$ cat src/rtl/sts_pkg.sv
package sts_pkg;

    typedef enum logic {
        DLY_LONG  = 1'b0,
        DLY_SHORT = 1'b1
    } dly_mode_e;

    // bit clocks after the end of the transfer timeslot
    function automatic logic [1:0] sti_offset(input logic mode);
        return (dly_mode_e'(mode) == DLY_SHORT) ? 2'd1 : 2'd2;
    endfunction

    // bit clocks ahead of the check timeslot start
    function automatic logic [1:0] chk_lead(input logic mode);
        return (dly_mode_e'(mode) == DLY_SHORT) ? 2'd0 : 2'd1;
    endfunction

endpackage

$ cat src/rtl/sts_bitclock.sv
module sts_bitclock #(
    parameter int unsigned FRAME_BITS = 256,
    parameter int unsigned BIT_W      = $clog2(FRAME_BITS)
) (
    input  logic             clk,
    input  logic             rst_n,
    input  logic             fsync,
    output logic [BIT_W-1:0] bit_pos,
    output logic             half
);
    localparam logic [BIT_W-1:0] LAST_BIT = BIT_W'(FRAME_BITS - 1);

    typedef struct packed {
        logic [BIT_W-1:0] pos;
        logic             half;
    } clk_state_t;

    clk_state_t st_d, st_q;

    always_comb begin
        st_d = st_q;
        if (fsync) begin
            st_d.pos  = '0;
            st_d.half = 1'b0;
        end else if (!st_q.half) begin
            st_d.half = 1'b1;
        end else begin
            st_d.half = 1'b0;
            st_d.pos  = (st_q.pos == LAST_BIT) ? '0 : st_q.pos + BIT_W'(1);
        end
    end

    always_ff @(posedge clk or negedge rst_n) begin
        if (!rst_n) st_q <= '0;
        else        st_q <= st_d;
    end

    assign bit_pos = st_q.pos;
    assign half    = st_q.half;
endmodule

$ cat src/rtl/sts_channel.sv
module sts_channel
    import sts_pkg::*;
#(
    parameter int unsigned SLOT_BITS = 8,
    parameter int unsigned NUM_SLOTS = 32,
    parameter int unsigned SLOT_W    = $clog2(NUM_SLOTS),
    parameter int unsigned BIT_W     = $clog2(SLOT_BITS * NUM_SLOTS)
) (
    input  logic              clk,
    input  logic              rst_n,
    input  logic [BIT_W-1:0]  bit_pos,
    input  logic              half,
    input  logic [SLOT_W-1:0] sti_slot,
    input  logic [SLOT_W-1:0] chk_slot,
    input  logic              dly,
    input  logic              ack,
    input  logic              ovf_en,
    output logic              sti_set,
    output logic              ovf_set
);
    localparam int unsigned FRAME = SLOT_BITS * NUM_SLOTS;
    localparam int unsigned EXT_W = BIT_W + 2;
    localparam logic [EXT_W-1:0] FRAME_X = EXT_W'(FRAME);
    localparam logic [EXT_W-1:0] SPAN_X  = EXT_W'(SLOT_BITS);
    localparam logic [EXT_W-1:0] ONE_X   = EXT_W'(1);

    typedef struct packed {
        logic pending;
    } ch_state_t;

    ch_state_t st_d, st_q;

    logic [EXT_W-1:0] sti_sum, chk_sum;
    logic [BIT_W-1:0] sti_pos, chk_pos;
    logic             sti_hit, chk_hit, late;

    function automatic logic [BIT_W-1:0] wrap(input logic [EXT_W-1:0] v);
        return (v >= FRAME_X) ? BIT_W'(v - FRAME_X) : BIT_W'(v);
    endfunction

    always_comb begin
        sti_sum = (EXT_W'(sti_slot) + ONE_X) * SPAN_X + EXT_W'(sti_offset(dly));
        chk_sum = EXT_W'(chk_slot) * SPAN_X + FRAME_X - EXT_W'(chk_lead(dly));
        sti_pos = wrap(sti_sum);
        chk_pos = wrap(chk_sum);
        sti_hit = !half && (bit_pos == sti_pos);
        chk_hit = !half && (bit_pos == chk_pos);
        late    = chk_hit && st_q.pending && !ack;

        st_d         = st_q;
        st_d.pending = sti_hit || (st_q.pending && !ack && !chk_hit);

        sti_set = sti_hit;
        ovf_set = late && ovf_en;
    end

    always_ff @(posedge clk or negedge rst_n) begin
        if (!rst_n) st_q <= '0;
        else        st_q <= st_d;
    end
endmodule

$ cat src/rtl/sts_flagreg.sv
module sts_flagreg #(
    parameter int unsigned NUM_CH = 4
) (
    input  logic                clk,
    input  logic                rst_n,
    input  logic                rd,
    input  logic [NUM_CH-1:0]   sti_set,
    input  logic [NUM_CH-1:0]   ovf_set,
    input  logic [NUM_CH-1:0]   sti_en,
    input  logic [NUM_CH-1:0]   ovf_en,
    output logic [2*NUM_CH-1:0] status,
    output logic                irq
);
    typedef struct packed {
        logic [NUM_CH-1:0] ovf;
        logic [NUM_CH-1:0] sti;
    } flag_state_t;

    flag_state_t st_d, st_q;

    always_comb begin
        st_d = rd ? '0 : st_q;
        st_d.ovf = st_d.ovf | ovf_set;
        st_d.sti = st_d.sti | sti_set;
    end

    always_ff @(posedge clk or negedge rst_n) begin
        if (!rst_n) st_q <= '0;
        else        st_q <= st_d;
    end

    assign status = st_q;
    assign irq    = |({st_q.ovf & ovf_en, st_q.sti & sti_en});
endmodule

$ cat src/rtl/sts_irq_gen.sv
module sts_irq_gen #(
    parameter int unsigned NUM_CH    = 4,
    parameter int unsigned SLOT_BITS = 8,
    parameter int unsigned NUM_SLOTS = 32,
    parameter int unsigned SLOT_W    = $clog2(NUM_SLOTS)
) (
    input  logic                     clk,
    input  logic                     rst_n,
    input  logic                     fsync,
    input  logic [NUM_CH*SLOT_W-1:0] sti_slot,
    input  logic [NUM_CH*SLOT_W-1:0] chk_slot,
    input  logic [NUM_CH-1:0]        dly_mode,
    input  logic [NUM_CH-1:0]        ack,
    input  logic [NUM_CH-1:0]        sti_en,
    input  logic [NUM_CH-1:0]        ovf_en,
    input  logic                     rd,
    output logic [2*NUM_CH-1:0]      status,
    output logic                     irq
);
    localparam int unsigned FRAME_BITS = SLOT_BITS * NUM_SLOTS;
    localparam int unsigned BIT_W      = $clog2(FRAME_BITS);

    logic [BIT_W-1:0]  bit_pos_w;
    logic              half_w;
    logic [NUM_CH-1:0] sti_set_w;
    logic [NUM_CH-1:0] ovf_set_w;

    sts_bitclock #(
        .FRAME_BITS (FRAME_BITS),
        .BIT_W      (BIT_W)
    ) u_bitclk (
        .clk     (clk),
        .rst_n   (rst_n),
        .fsync   (fsync),
        .bit_pos (bit_pos_w),
        .half    (half_w)
    );

    for (genvar c = 0; c < NUM_CH; c++) begin : g_ch
        sts_channel #(
            .SLOT_BITS (SLOT_BITS),
            .NUM_SLOTS (NUM_SLOTS),
            .SLOT_W    (SLOT_W),
            .BIT_W     (BIT_W)
        ) u_ch (
            .clk      (clk),
            .rst_n    (rst_n),
            .bit_pos  (bit_pos_w),
            .half     (half_w),
            .sti_slot (sti_slot[c*SLOT_W +: SLOT_W]),
            .chk_slot (chk_slot[c*SLOT_W +: SLOT_W]),
            .dly      (dly_mode[c]),
            .ack      (ack[c]),
            .ovf_en   (ovf_en[c]),
            .sti_set  (sti_set_w[c]),
            .ovf_set  (ovf_set_w[c])
        );
    end

    sts_flagreg #(
        .NUM_CH (NUM_CH)
    ) u_flags (
        .clk     (clk),
        .rst_n   (rst_n),
        .rd      (rd),
        .sti_set (sti_set_w),
        .ovf_set (ovf_set_w),
        .sti_en  (sti_en),
        .ovf_en  (ovf_en),
        .status  (status),
        .irq     (irq)
    );
endmodule

$ cat config.mk
export PLATFORM = sky130hd
export DESIGN_NAME = sts_irq_gen
export DESIGN_NICKNAME = d
export VERILOG_FILES = /design/src/rtl/sts_pkg.sv /design/src/rtl/sts_bitclock.sv /design/src/rtl/sts_channel.sv /design/src/rtl/sts_flagreg.sv /design/src/rtl/sts_irq_gen.sv
export SDC_FILE = /design/constraint.sdc
export NUM_CORES = 1
export LEC_CHECK = 0
export BUFFER_PORTS_ARGS = -buffer_cell sky130_fd_sc_hd__buf_4
export CORE_UTILIZATION = 56
export DETAILED_ROUTE_END_ITERATION = 10
export PLACE_DENSITY = 0.95
export RECOVER_POWER = 100
export SYNTH_ARGS = -nofsm -noshare
export SYNTH_HDL_FRONTEND = slang
export SYNTH_HIERARCHICAL = 1
export SYNTH_SLANG_ARGS = --single-unit
$ cat constraint.sdc
create_clock -name clk -period 4.95 [get_ports clk]
set_input_delay 0.495 -clock clk [delete_from_list [all_inputs] [get_ports clk]]
set_output_delay 0.495 -clock clk [all_outputs]
set_load 0.005 [all_outputs]
; After elaboration in Yosys (flattened, before gate mapping)
; Index checks and enable logic that the tools add are counted.
[word_totals]
reg_bits = 21
latch_bits = 0
ramBits = 0
romBits = 0
output_inout_bits = 9
wordCells = 118
n_memories = 0
[classes]
addsub = 25
multipliers = 0
div_mod_pow = 0
n_lt_le_gt_ge = 8
n_eq_ne = 9
n_shift = 0
muxes = 21
n_bitwise = 4
n_reduce_logical = 43
[op_table]
columns = op, n
row1 = $mux 8, 11
row2 = $ge 10x9->1 const B, 8
row3 = $eq 8x8->1, 8
row4 = $sub 8x1->8 const B, 8
row5 = $add 8x9->10 const B, 4
row6 = $add 9x2->10, 4
row7 = $sub 10x1->10, 4
row8 = $logic_and 1x1->1, 28
row9 = $add 5x1->6 const B, 4
row10 = $logic_not 1->1, 9
row11 = $mux 9, 1
row12 = $add 8x1->8 const B, 1
row13 = $and 4x4->4, 2
row14 = $eq 8x8->1 const B, 1
row15 = $mux 2, 4
row16 = $or 4x4->4, 2
row17 = $reduce_or 8->1, 1
row18 = $mux 1, 5
row19 = $logic_or 1x1->1, 4
row20 = $reduce_bool 2->1, 1

; Longest topological paths before layout
; Gate-level depths: netlist of run 1.
[logic_depth]
ltp_word = 10
depth_mapped = 8
ltp_nobuf = 8

; By module
; Netlist of run 1, hierarchy kept.
[modules_own_cells]
columns = mod, n_inst, cells_per_inst, area_per_inst_um2
row1 = sts_channel, 4, 43, 346.6
row2 = sts_bitclock, 1, 45, 441.7
row3 = sts_flagreg, 1, 22, 301.5

; Worst setup path before layout of run 1
; No wires, ideal clock.
[synth_timing]
path_type = input to register
startpoint = in chk_slot[10]
endpoint = reg u_flags.st_q (netlist bit u_flags/status[6])
arrival_time_ns = 1.642
required_time_ns = 4.888
slack_ns = 3.245
cell_stages = 8
path_buffers = 0
cell_sequence = inv_1 > ha_1 > xnor2_1 > nor3_1 > nand4_1 > nor3_2 > and4b_1 > a21o_2
[synth_rtl]
columns = element, line
row1 = start: declaration, sts_irq_gen.sv:11  ; input logic [NUM_CH*SLOT_W-1:0] chk_slot,
row2 = end signal: assignment, sts_flagreg.sv:29  ; else st_q <= st_d;
row3 = end: declaration, sts_flagreg.sv:19  ; flag_state_t st_d, st_q;

==> results of run 1 <==
==> through the flow <==
| step | hold WS (ps) | cells | utilization (%) | instance area [sq um] |
|---|---|---|---|---|
| after CTS | 114 | 357 | 74.8 | 2740 |
| final | 456 | 357 | 74.2 | 2720 |
| after global routing | 452 | 357 | 74.2 | 2720 |
| after global placement | 392 | 353 | 73.5 | 2690 |
| after detailed placement | 400 | 353 | 73.5 | 2690 |
| after floorplan | 199 | 239 | - | 2130 |
==> final cells by class <==
cell class / instances / area (sq um)
tap: 48 / 60.1
sequential: 21 / 526
inverter: 9 / 33.8
clock buffer: 3 / 41.3
multi-input combinational: 207 / 1540
clock inverter: 1 / 5.00
fill: 267 / 946
timing repair buffer: 68 / 507
==> metal layers <==
layer  global-route usage [%]  part of all wire (%)  up-vias  wire length [microns]
met3                     7.97                   8.0       30                    489
met4                     14.5                   3.7        0                    226
met5                        0                     0        -                      0
met2                     55.7                    50      125                   3080
met1                     33.4                    38     1021                   2310
li1                         -                     -     1012                      -
==> registers in the layout, summed over array words and instances (netlist names) <==
signal,count
g_ch.u_ch/st_q,4
u_bitclk/bit_pos,8
u_bitclk/half,1
u_flags/status,8
==> synthesized netlist by cell type, drive strengths merged, types with 5 or more instances <==
library cell / instances / area [sq um]
a21o: 8 / 61.3
a21oi: 7 / 35.0
dfrtp: 21 / 526
ha: 9 / 113
inv: 9 / 33.8
nand2: 8 / 32.5
nand2b: 5 / 31.3
nand3: 7 / 35.0
nand4: 15 / 93.8
nor2: 12 / 45.0
nor3: 12 / 100
o211ai: 5 / 37.5
o21ai: 7 / 35.0
o22ai: 5 / 31.3
or3: 5 / 51.3
xnor2: 56 / 490
xor2: 14 / 123
==> power groups by stage <==
stage                     Sequential [mW]  Clock (mW)  Combinational (mW)
after global placement              0.191           0               0.141
after detailed placement            0.192           0               0.148
final                               0.189       0.114               0.151
after CTS                           0.188       0.116               0.151
after floorplan                     0.186           0              0.0841
after global routing                0.190       0.124               0.164
==> path summary, 6_finish.rpt <==
| path | startpoint | end | slack (ps) | depth (start not counted) |
|---|---|---|---|---|
| hold reg to reg | u_flags/status[2] | u_flags/status[2] | 520 | 1 |
| min in group clk | fsync | u_bitclk/half | 460 | 2 |
| setup / recovery | u_bitclk/bit_pos[3] | u_flags/status[4] | 2920 | 6 |
| max in group asynchronous | rst_n | u_bitclk/bit_pos[0] | 3780 | 1 |
| hold / removal | rst_n | g_ch[1].u_ch/st_q | 460 | 1 |
| setup reg to reg | u_bitclk/bit_pos[3] | u_flags/status[4] | 2920 | 6 |
==> kinds of logic after synthesis <==
| kind of cell | count (synthesis) |
|---|---|
| flip-flops | 21 |
| multiplexers | 1 |
| AO/OA/AOI/OAI | 48 |
| adder cells (fa/ha/maj) | 9 |
| AND/OR/NAND/NOR | 79 |
| buffers and inverters | 11 |
| XOR/XNOR | 70 |
==> worst max-delay path: cells and delay by family (launching register included) <==
| kind | cells | cell delay [ps] |
|---|---|---|
| AOI/OAI and AO/OA | 1 | 90 |
| xor gates and xnor gates | 1 | 170 |
| DFF | 1 | 780 |
| and+or+nand+nor | 4 | 920 |
==> placed cells by master, fill, tap and decap left out, types with 2 or more instances in the layout <==
cell / netlist / layout
a311oi_1: 2 / 2
nand2_1: 7 / 7
and4b_1: 4 / 4
nor3_2: 8 / 4
or2b_1: 4 / 4
nor3_1: 4 / 8
ha_1: 9 / 9
or3_4: 4 / 4
clkbuf_4: 0 / 9
a21oi_1: 7 / 7
clkbuf_8: 0 / 3
o21bai_1: 4 / 4
nand4_1: 15 / 15
o22ai_1: 5 / 5
nor4_1: 4 / 4
nor2_1: 12 / 12
a22oi_1: 4 / 4
nand3_1: 7 / 7
o21ai_0: 7 / 7
inv_1: 8 / 8
a21o_1: 7 / 7
buf_4: 0 / 58
o211ai_1: 5 / 5
xnor2_1: 56 / 56
xor2_1: 14 / 14
dfrtp_1: 21 / 21
nand2b_1: 5 / 5
a211oi_1: 4 / 4
==> summary.md, run 1 <==
| Metric | Value |
|---|---|
| Outcome | `finished clean` |
| Worst-Skew Late Latency | `260 ps` |
| # Post-CTS Setup Buffers | `0` |
| DR vias | `2188` |
| Clk_skew | `2.60 ps` |
| Post-Route WL | `6.11 mm` |
| Power Density | `167 nW/um^2` |
| Synthesis-to-layout area growth | `27.5%` |
| Vias per inst | `6.13` |
| # setup viols final | `0` |
| Largest net degree at the start of global routing | `22` |
| Die area | `4050 sq um` |
| Crit path capture type | `register` |
| Starting DRT DRC Count | `132` |
| Hold_buf cts | `0` |
| Mean area per synthesized cell | `8.91 sq um` |
| Multiplexer share of the synthesized area | `0.470%` |
| Sequential power share | `41.6%` |
| P_leak | `1.19 nW` |
| Synth Area in Compound Gates | `15.2%` |
| Synthesized flop and latch total | `21` |
| Logic pwr share | `33.3%` |
| Xor/xnor share of the synthesized area | `28.8%` |
| Routability cong. | `0.819` |
| Core Area | `3660 sq um` |
| Yosys warnings | `6` |
| Clk pwr share | `25.1%` |
| Total track usage | `31.0%` |
| Layout Nets | `379` |
| Sw frac | `31.2%` |
| Number of synthesized flops with an enable pin | `0` |
| Number of I/O port buffers | `68` |
| Cell variety after synth | `36` |
| Final worst slack | `2920 ps` |
| Max Slew Vio Count | `0` |
| Hpwl dp | `4.33 mm` |
| Slowest CP cell | `dfrtp_1` |
| Max Cap Viol | `0` |
| First-pass GRT wire length | `9.80 mm` |
| Die Span Y | `63.7 microns` |
| Max frequency | `493 MHz` |
| Worst setup SP type | `register` |
| Worst-path cell chain | `xnor2_1 > nor3_1 > nand4_1 > nor3_1 > and4b_1 > a21o_1` |
| Cell count after synthesis | `239` |
| Crit Path Class | `register to register` |
| RSZ-0062 raised after global routing | `false` |
| CTS sink count | `21` |
| WL/cell | `17.1 microns` |
| Tcrit/Tclk final | `41.0%` |
| Hold Path Class | `primary input to async pin` |
| Post-synthesis adder-cell area fraction | `5.29%` |
| Antenna diode count | `0` |
| # IOs | `69` |
| Post-Place Setup Slack | `2980 ps` |
| Synthesized Nets | `308` |
| GRT overflow | `0` |
| Starting density of the core | `58.2%` |
| Pint | `0.312 mW` |
| Worst path max stage delay | `780 ps` |
| Sequential fraction of the synthesis area | `24.7%` |
| Peak supply drop | `0.183 mV` |
| H-tree Lvls | `1` |
| CTS buffer count | `3` |
| TritonCTS clock tree | `yes` |
| Actual slew at the worst max-slew pin | `1200 ps` |
| CTS Buffer Depth | `2` |
| Post-CTS resize count | `0` |
| Critical Path RT | `5150 ps` |
| Root Driver | `clkbuf_8` |
| DR DRC count | `0` |
| Min cycle time layout | `2030 ps` |
| NetSw | `0.142 mW` |
| Die W | `63.7 microns` |
| Post-synthesis simple-gate area fraction | `23.7%` |
| Main synth FF type | `dfrtp_1` |
| Async set-reset flop share out of synthesis | `100%` |
| Cell mode on critical path | `nor3_1` |
| Crit path DAT | `2230 ps` |
| Synthesized area | `2130 sq um` |
| Router iterations before antenna repair | `6` |
| Antenna violations before repair | `0` |
| Largest family of logic cells by synthesized area | `XOR/XNOR gates` |
| Clk slew on worst S/H paths | `80 ps` |
| Overall Power | `0.454 mW` |
| Layout cells sized above 1 | `26.5%` |
| Antenna Nets Post-Route | `0` |
| Slew HR | `20.0%` |
| Core Rows | `22` |
| Setup TNS | `0 ps` |
| Final hold violation count | `0` |
| Vias in the first global route | `2176` |
| Worst-path maximum fanout | `14` |
Note: power is estimated with default switching activity, not from simulation.
==> inputs of run 2 (changes only) <==
CORE_UTILIZATION = 47   (was 56)
PLACE_DENSITY = 0.86   (was 0.95)
clock period = 1.8 ns   (was 4.95 ns; I/O delays follow)
==> run 2 against run 1 <==
  * Die area increased by 19%
  * Setup slack got worse by 2900 ps
  * Global-route usage decreased by 5.7 points
==> summary.md, run 2 (same netlist as run 1, synthesis figures left out) <==
| Metric | Value |
|---|---|
| Outcome | `finished clean (unchanged)` |
| Crit path DAT | `1990 ps (was 2230 ps)` |
| DP Area | `2800 sq um (was 2690 sq um)` |
| Number of I/O port buffers | `68 (unchanged)` |
| Max Slew Vio Count | `0 (unchanged)` |
| Max frequency | `566 MHz (was 493 MHz)` |
| # setup viols final | `0 (unchanged)` |
| Pint | `0.871 mW (was 0.312 mW)` |
| NetSw | `0.415 mW (was 0.142 mW)` |
| Critical Path RT | `2020 ps (was 5150 ps)` |
| DR vias | `2261 (was 2188)` |
| Peak supply drop | `0.291 mV (was 0.183 mV)` |
| Power Density | `452 nW/um^2 (was 167 nW/um^2)` |
| Logic pwr share | `34.3% (was 33.3%)` |
| Core Rows | `24 (was 22)` |
| P_leak | `1.25 nW (was 1.19 nW)` |
| First-pass GRT wire length | `9.85 mm (was 9.80 mm)` |
| Hpwl dp | `4.65 mm (was 4.33 mm)` |
| # fillers | `333 (was 267)` |
| Leading cell type in the layout, fill and taps excluded | `buf_4 (unchanged)` |
| CTS Buffer Depth | `2 (unchanged)` |
| Most frequent cells in the layout | `69 x buf_4, 56 x xnor2_1, 19 x dfrtp_1 (was 58 x buf_4, 56 x xnor2_1, 21 x dfrtp_1)` |
| Antenna violations before repair | `0 (unchanged)` |
| Root Driver | `clkbuf_8 (unchanged)` |
| CTS sink count | `21 (unchanged)` |
| Die area | `4800 sq um (was 4050 sq um)` |
| Core Area | `4350 sq um (was 3660 sq um)` |
| WL/cell | `16.2 microns (was 17.1 microns)` |
| Dpl cells | `370 (was 353)` |
| Max Cap Viol | `0 (unchanged)` |
| Clk slew on worst S/H paths | `90 ps (was 80 ps)` |
| Hold Worst Slack | `127 ps (was 456 ps)` |
| # IOs | `69 (unchanged)` |
| Antenna diode count | `0 (unchanged)` |
| Crit path capture type | `register (unchanged)` |
| CTS buffer count | `3 (unchanged)` |
| Antenna Nets Post-Route | `0 (unchanged)` |
| Fin area | `2840 sq um (was 2720 sq um)` |
| Router iterations before antenna repair | `4 (was 6)` |
| Vias per inst | `6.03 (was 6.13)` |
| TritonCTS clock tree | `yes (unchanged)` |
| GRT overflow | `0 (unchanged)` |
| Hold Path Class | `primary input to register (was primary input to async pin)` |
| Largest net degree at the start of global routing | `22 (unchanged)` |
| Slew HR | `17.3% (was 20.0%)` |
| Starting DRT DRC Count | `211 (was 132)` |
| Post-Route WL | `6.09 mm (was 6.11 mm)` |
| Starting density of the core | `48.9% (was 58.2%)` |
| Sequential power share | `39.4% (was 41.6%)` |
| Sw frac | `32.3% (was 31.2%)` |
| Hold Crit Depth | `2` |
| Total track usage | `25.3% (was 31.0%)` |
| # Post-CTS Setup Buffers | `0 (unchanged)` |
| Core Util, Final | `65.3% (was 74.2%)` |
| Post-Place Setup Slack | `27.0 ps (was 2980 ps)` |
| Routability cong. | `0.841 (was 0.819)` |
| Final hold violation count | `0 (unchanged)` |
| Synthesis-to-layout area growth | `33.5% (was 27.5%)` |
| Worst setup SP type | `register (unchanged)` |
| Vias in the first global route | `2270 (was 2176)` |
| Crit Path Class | `register to register (unchanged)` |
| Final worst slack | `32.9 ps (was 2920 ps)` |
| Layout Nets | `393 (was 379)` |
| Overall Power | `1.29 mW (was 0.454 mW)` |
| Actual slew at the worst max-slew pin | `1240 ps (was 1200 ps)` |
| Clk pwr share | `26.3% (was 25.1%)` |
| Setup TNS | `0 ps (unchanged)` |
| Layout cells sized above 1 | `30.7% (was 26.5%)` |
| H-tree Lvls | `1 (unchanged)` |
| Die W | `69.3 microns (was 63.7 microns)` |
| Clk_skew | `2.53 ps (was 2.60 ps)` |
| Tcrit/Tclk final | `98.2% (was 41.0%)` |
| DR DRC count | `0 (unchanged)` |
| Worst-Skew Late Latency | `270 ps (was 260 ps)` |
| Die Span Y | `69.3 microns (was 63.7 microns)` |
| R2R depth | `6 (unchanged)` |
| Min cycle time layout | `1770 ps (was 2030 ps)` |
| Fin cells | `375 (was 357)` |
| Worst-path maximum fanout | `17 (was 14)` |
[run 2: power by group through the flow]
| stage | Combinational, mW | Clock, mW | Sequential (mW) |
|---|---|---|---|
| 5_1_grt | 0.478 | 0.350 | 0.508 |
| 4_1_cts | 0.438 | 0.330 | 0.505 |
| 3_5_place_dp | 0.433 | 0 | 0.514 |
| 6_report | 0.441 | 0.338 | 0.506 |
| 2_1_floorplan | 0.231 | 0 | 0.512 |
| 3_3_place_gp | 0.417 | 0 | 0.513 |
[run 2: final timing paths]
check,start,end,slack (ps)
max in group asynchronous,rst_n,u_bitclk/bit_pos[2],290
min in group asynchronous,rst_n,u_flags/status[6],690
hold reg to reg,u_flags/status[0],u_flags/status[0],520
hold / removal,fsync,u_bitclk/bit_pos[0],130
setup / recovery,u_bitclk/bit_pos[0],u_flags/status[5],30
setup reg to reg,u_bitclk/bit_pos[0],u_flags/status[5],30
[run 2: area by class of cell]
type                            count  area [sq um]  share of cell area (%)
Inverter                            9          33.8                    1.19
Multi-Input combinational cell    207          1560                    55.0
Clock inverter                      1          5.00                   0.176
Sequential cell                    21           528                    18.6
Timing Repair Buffer               82           607                    21.3
Clock buffer                        3          41.3                    1.45
Tap cell                           52          65.1                    2.29
[run 2: metal layers]
metal  GRT usage [%]  up-vias  wire length [microns]
met1            27.6     1072                   2350
met4            14.5        0                    247
li1                -     1039                      -
met2            45.1      119                   3060
met3            5.23       31                    437
met5               0        -                      0
[run 2: critical path, cell delays in order, from the launching register on]
cell and delay (ps):
dfrtp_2 540, or2b_1 280, o22ai_1 200, nand4_1 140
nor3_2 230, and4b_1 230, a21o_1 90
[run 2: timing repair]
item,in CTS,in global routing
hold buffers,1,0
endpoints found under the hold margin,21,0
resized for setup,1,2
setup endpoints to repair,1,5
==> inputs of run 3 (changes only) <==
ABC_AREA = 1   (was unset)
CORE_UTILIZATION = 49   (was 47)
RECOVER_POWER = unset   (was 100)
==> run 3 against run 2 <==
  * Critical path depth unchanged
  * Combinational power increased by 20%
  * Clock-buffer cell count increased by 1
  * Synthesized cell count increased by 80%
  * Setup slack improved by 190 ps
  * Global-route usage decreased by 2.2 points
  * Register-to-register slack improved by 190 ps
  * First-iteration DRC count decreased by 49%
  * Utilization decreased by 1.2 points
  * Hold slack improved by 33 ps
  * Fmax increased by 12%
  * Flip-flop and latch count unchanged
==> summary.md, run 3 <==
| Metric | Value |
|---|---|
| Count leader, synth | `nand2_1 (was xnor2_1)` |
| Worst setup SP type | `register (unchanged)` |
| Crit Path Class | `register to register (unchanged)` |
| Die Span Y | `75.1 microns (was 69.3 microns)` |
| Antenna violations before repair | `0 (unchanged)` |
| Setup TNS | `0 ps (unchanged)` |
| Min cycle time layout | `1580 ps (was 1770 ps)` |
| Core Rows | `26 (was 24)` |
| R2R depth | `6 (unchanged)` |
| Tcrit/Tclk final | `87.7% (was 98.2%)` |
| WL/cell | `10.8 microns (was 16.2 microns)` |
| Synthesized area | `2620 sq um (was 2130 sq um)` |
| Synth top area share | `20.1% (was 24.7%)` |
| # IOs | `69 (unchanged)` |
| Critical Path RT | `1990 ps (was 2020 ps)` |
| Fin cells | `576 (was 375)` |
| Die W | `75.1 microns (was 69.3 microns)` |
| Max Cap Viol | `0 (unchanged)` |
| Main synth FF type | `dfrtp_1 (unchanged)` |
| Dpl cells | `571 (was 370)` |
| DP Area | `3240 sq um (was 2800 sq um)` |
| Core Area | `5140 sq um (was 4350 sq um)` |
| Post-Route WL | `6.24 mm (was 6.09 mm)` |
| Synthesized Nets | `499 (was 308)` |
| Reg2reg end | `u_flags/status[0] (was u_flags/status[5])` |
| Router iterations before antenna repair | `4 (unchanged)` |
| Critical Path Sink | `u_flags/status[0] (was u_flags/status[5])` |
| Largest net degree at the start of global routing | `23 (was 22)` |
| CTS sink count | `21 (unchanged)` |
| Max Slew Vio Count | `0 (unchanged)` |
| Number of I/O port buffers | `68 (unchanged)` |
| Total track usage | `23.1% (was 25.3%)` |
| # setup viols final | `0 (unchanged)` |
| Worst-Skew Late Latency | `250 ps (was 270 ps)` |
| GRT overflow | `0 (unchanged)` |
| Clk slew on worst S/H paths | `70 ps (was 90 ps)` |
| Actual slew at the worst max-slew pin | `627 ps (was 1240 ps)` |
| Overall Power | `1.39 mW (was 1.29 mW)` |
| Layout Nets | `576 (was 393)` |
| # Post-CTS Setup Buffers | `0 (unchanged)` |
| Most frequent cells in the layout | `129 x nand2_1, 72 x buf_4, 62 x inv_1 (was 69 x buf_4, 56 x xnor2_1, 19 x dfrtp_1)` |
| Number of synthesized flops with an enable pin | `0 (unchanged)` |
| Layout cells sized above 1 | `21.3% (was 30.7%)` |
| Post-Place Setup Slack | `178 ps (was 27.0 ps)` |
| Async set-reset flop share out of synthesis | `100% (unchanged)` |
| Fin area | `3290 sq um (was 2840 sq um)` |
| Routability cong. | `0.855 (was 0.841)` |
| Top cells by area, synth | `dfrtp_1 20%, nand2_1 18%, inv_1 8.9% (was dfrtp_1 25%, xnor2_1 23%, xor2_1 5.8%)` |
| Sequential fraction of the synthesis area | `20.1% (was 24.7%)` |
| Hold Path Class | `primary input to register (unchanged)` |
| Core Util, Final | `64.1% (was 65.3%)` |
| DR vias | `2766 (was 2261)` |
| Leading cell type in the layout, fill and taps excluded | `nand2_1 (was buf_4)` |
| Crit path DAT | `1770 ps (was 1990 ps)` |
| Crit path capture type | `register (unchanged)` |
| P_leak | `1.78 nW (was 1.25 nW)` |
| Worst-path maximum fanout | `19 (was 17)` |
| Yosys warnings | `6 (unchanged)` |
| Mean area per synthesized cell | `6.09 sq um (was 8.91 sq um)` |
| RSZ-0062 raised after global routing | `false` |
| Final hold violation count | `0 (unchanged)` |
| DR DRC count | `0 (unchanged)` |
| Antenna diode count | `0 (unchanged)` |
| Synthesized flop and latch total | `21 (unchanged)` |
| Final worst slack | `222 ps (was 32.9 ps)` |
| Slew HR | `58.2% (was 17.3%)` |
| Starting density of the core | `51.0% (was 48.9%)` |
| Antenna Nets Post-Route | `0 (unchanged)` |
| Hold Worst Slack | `160 ps (was 127 ps)` |
| Cell count after synthesis | `430 (was 239)` |
| Outcome | `finished clean (unchanged)` |
| Vias per inst | `4.80 (was 6.03)` |
| Peak supply drop | `0.181 mV (was 0.291 mV)` |
| Register-to-register setup slack | `220 ps (was 30 ps)` |
| CTS buffer count | `3 (unchanged)` |
| First-pass GRT wire length | `10.2 mm (was 9.85 mm)` |
| Starting DRT DRC Count | `107 (was 211)` |
| Power Density | `423 nW/um^2 (was 452 nW/um^2)` |
| Reg2Reg Launch Point | `u_bitclk/bit_pos[3] (was u_bitclk/bit_pos[0])` |
| Cell taking the most area after synthesis | `dfrtp_1 (unchanged)` |
| Synthesis-to-layout area growth | `25.7% (was 33.5%)` |
| Max frequency | `634 MHz (was 566 MHz)` |
| H-tree Lvls | `1 (unchanged)` |
| TritonCTS clock tree | `yes (unchanged)` |
| Commonest cells in the netlist | `129 x nand2_1, 62 x inv_1, 57 x nor2_1 (was 56 x xnor2_1, 21 x dfrtp_1, 15 x nand4_1)` |
| CTS Buffer Depth | `2 (unchanged)` |
| Vias in the first global route | `2484 (was 2270)` |
| Critical path startpoint | `u_bitclk/bit_pos[3] (was u_bitclk/bit_pos[0])` |
| Hold Crit Depth | `2 (unchanged)` |
| Hpwl dp | `4.88 mm (was 4.65 mm)` |
| Die area | `5640 sq um (was 4800 sq um)` |
| Root Driver | `clkbuf_8 (unchanged)` |
| Cell variety after synth | `27 (was 36)` |
| Clk_skew | `1.98 ps (was 2.53 ps)` |
[run 3: cell types whose count changed after synthesis, moves of 8 or more]
cell | previous run | this run
nor3_2 | 8 | 0
nor2_1 | 12 | 57
inv_1 | 8 | 62
nand3_1 | 7 | 36
nand2_1 | 7 | 129
nand4_1 | 15 | 5
xnor2_1 | 56 | 12
[run 3: power by group]
part | total (mW) | switching (mW) | internal [mW]
Clock | 0.302 | 0.145 | 0.157
Combinational | 0.530 | 0.274 | 0.256
Sequential | 0.560 | 0.0658 | 0.494
[run 3: worst min path at each step]
stage | from | endpoint | slack (ps)
after floorplan | rst_n | g_ch[0].u_ch/st_q | -120
after global placement | rst_n | g_ch[3].u_ch/st_q | 70
after detailed placement | rst_n | u_flags/status[7] | 80
after CTS | fsync | u_bitclk/half | 150
after global routing | fsync | u_bitclk/half | 160
final | fsync | u_bitclk/half | 160
[run 3: kinds of logic after synthesis]
group | share of synthesized area (%)
xor gates and xnor gates | 10.7
adders and majority gates | 4.30
buffers and inverters | 10.6
DFF | 20.1
AOI/OAI and AO/OA | 9.93
and+or+nand+nor | 44.4
[run 3: layout make-up]
type / count / area, sq um
Fill cell: 488 / 1850
Multi-Input combinational cell: 337 / 1820
Timing Repair Buffer: 73 / 551
Sequential cell: 21 / 527
Inverter: 71 / 267
Tap cell: 70 / 87.6
Clock buffer: 4 / 45.0
[run 3: repair_timing]
action | 4_1_cts | 5_1_grt
endpoints found under the hold margin | 21 | 0
setup endpoints to repair | 0 | 1
hold buffers | 1 | 0
resized for setup | 0 | 1
[run 3: routing by layer]
| layer | track usage, % | part of all wire [%] | vias up | wire (microns) |
|---|---|---|---|---|
| met1 | 29.4 | 47 | 1208 | 2950 |
| li1 | - | - | 1483 | - |
| met3 | 1.47 | 4.7 | 0 | 294 |
| met4 | 5.87 | 0 | 0 | 0 |
| met5 | 0 | 0 | - | 0 |
| met2 | 42.2 | 48 | 75 | 3000 |
[run 3: worst max-delay path: stages (launching register included)]
cell and delay (ps):
dfrtp_1 740, or2_0 190, nand3_1 80, a21oi_1 150
nand4_1 170, inv_1 70, o21bai_2 100
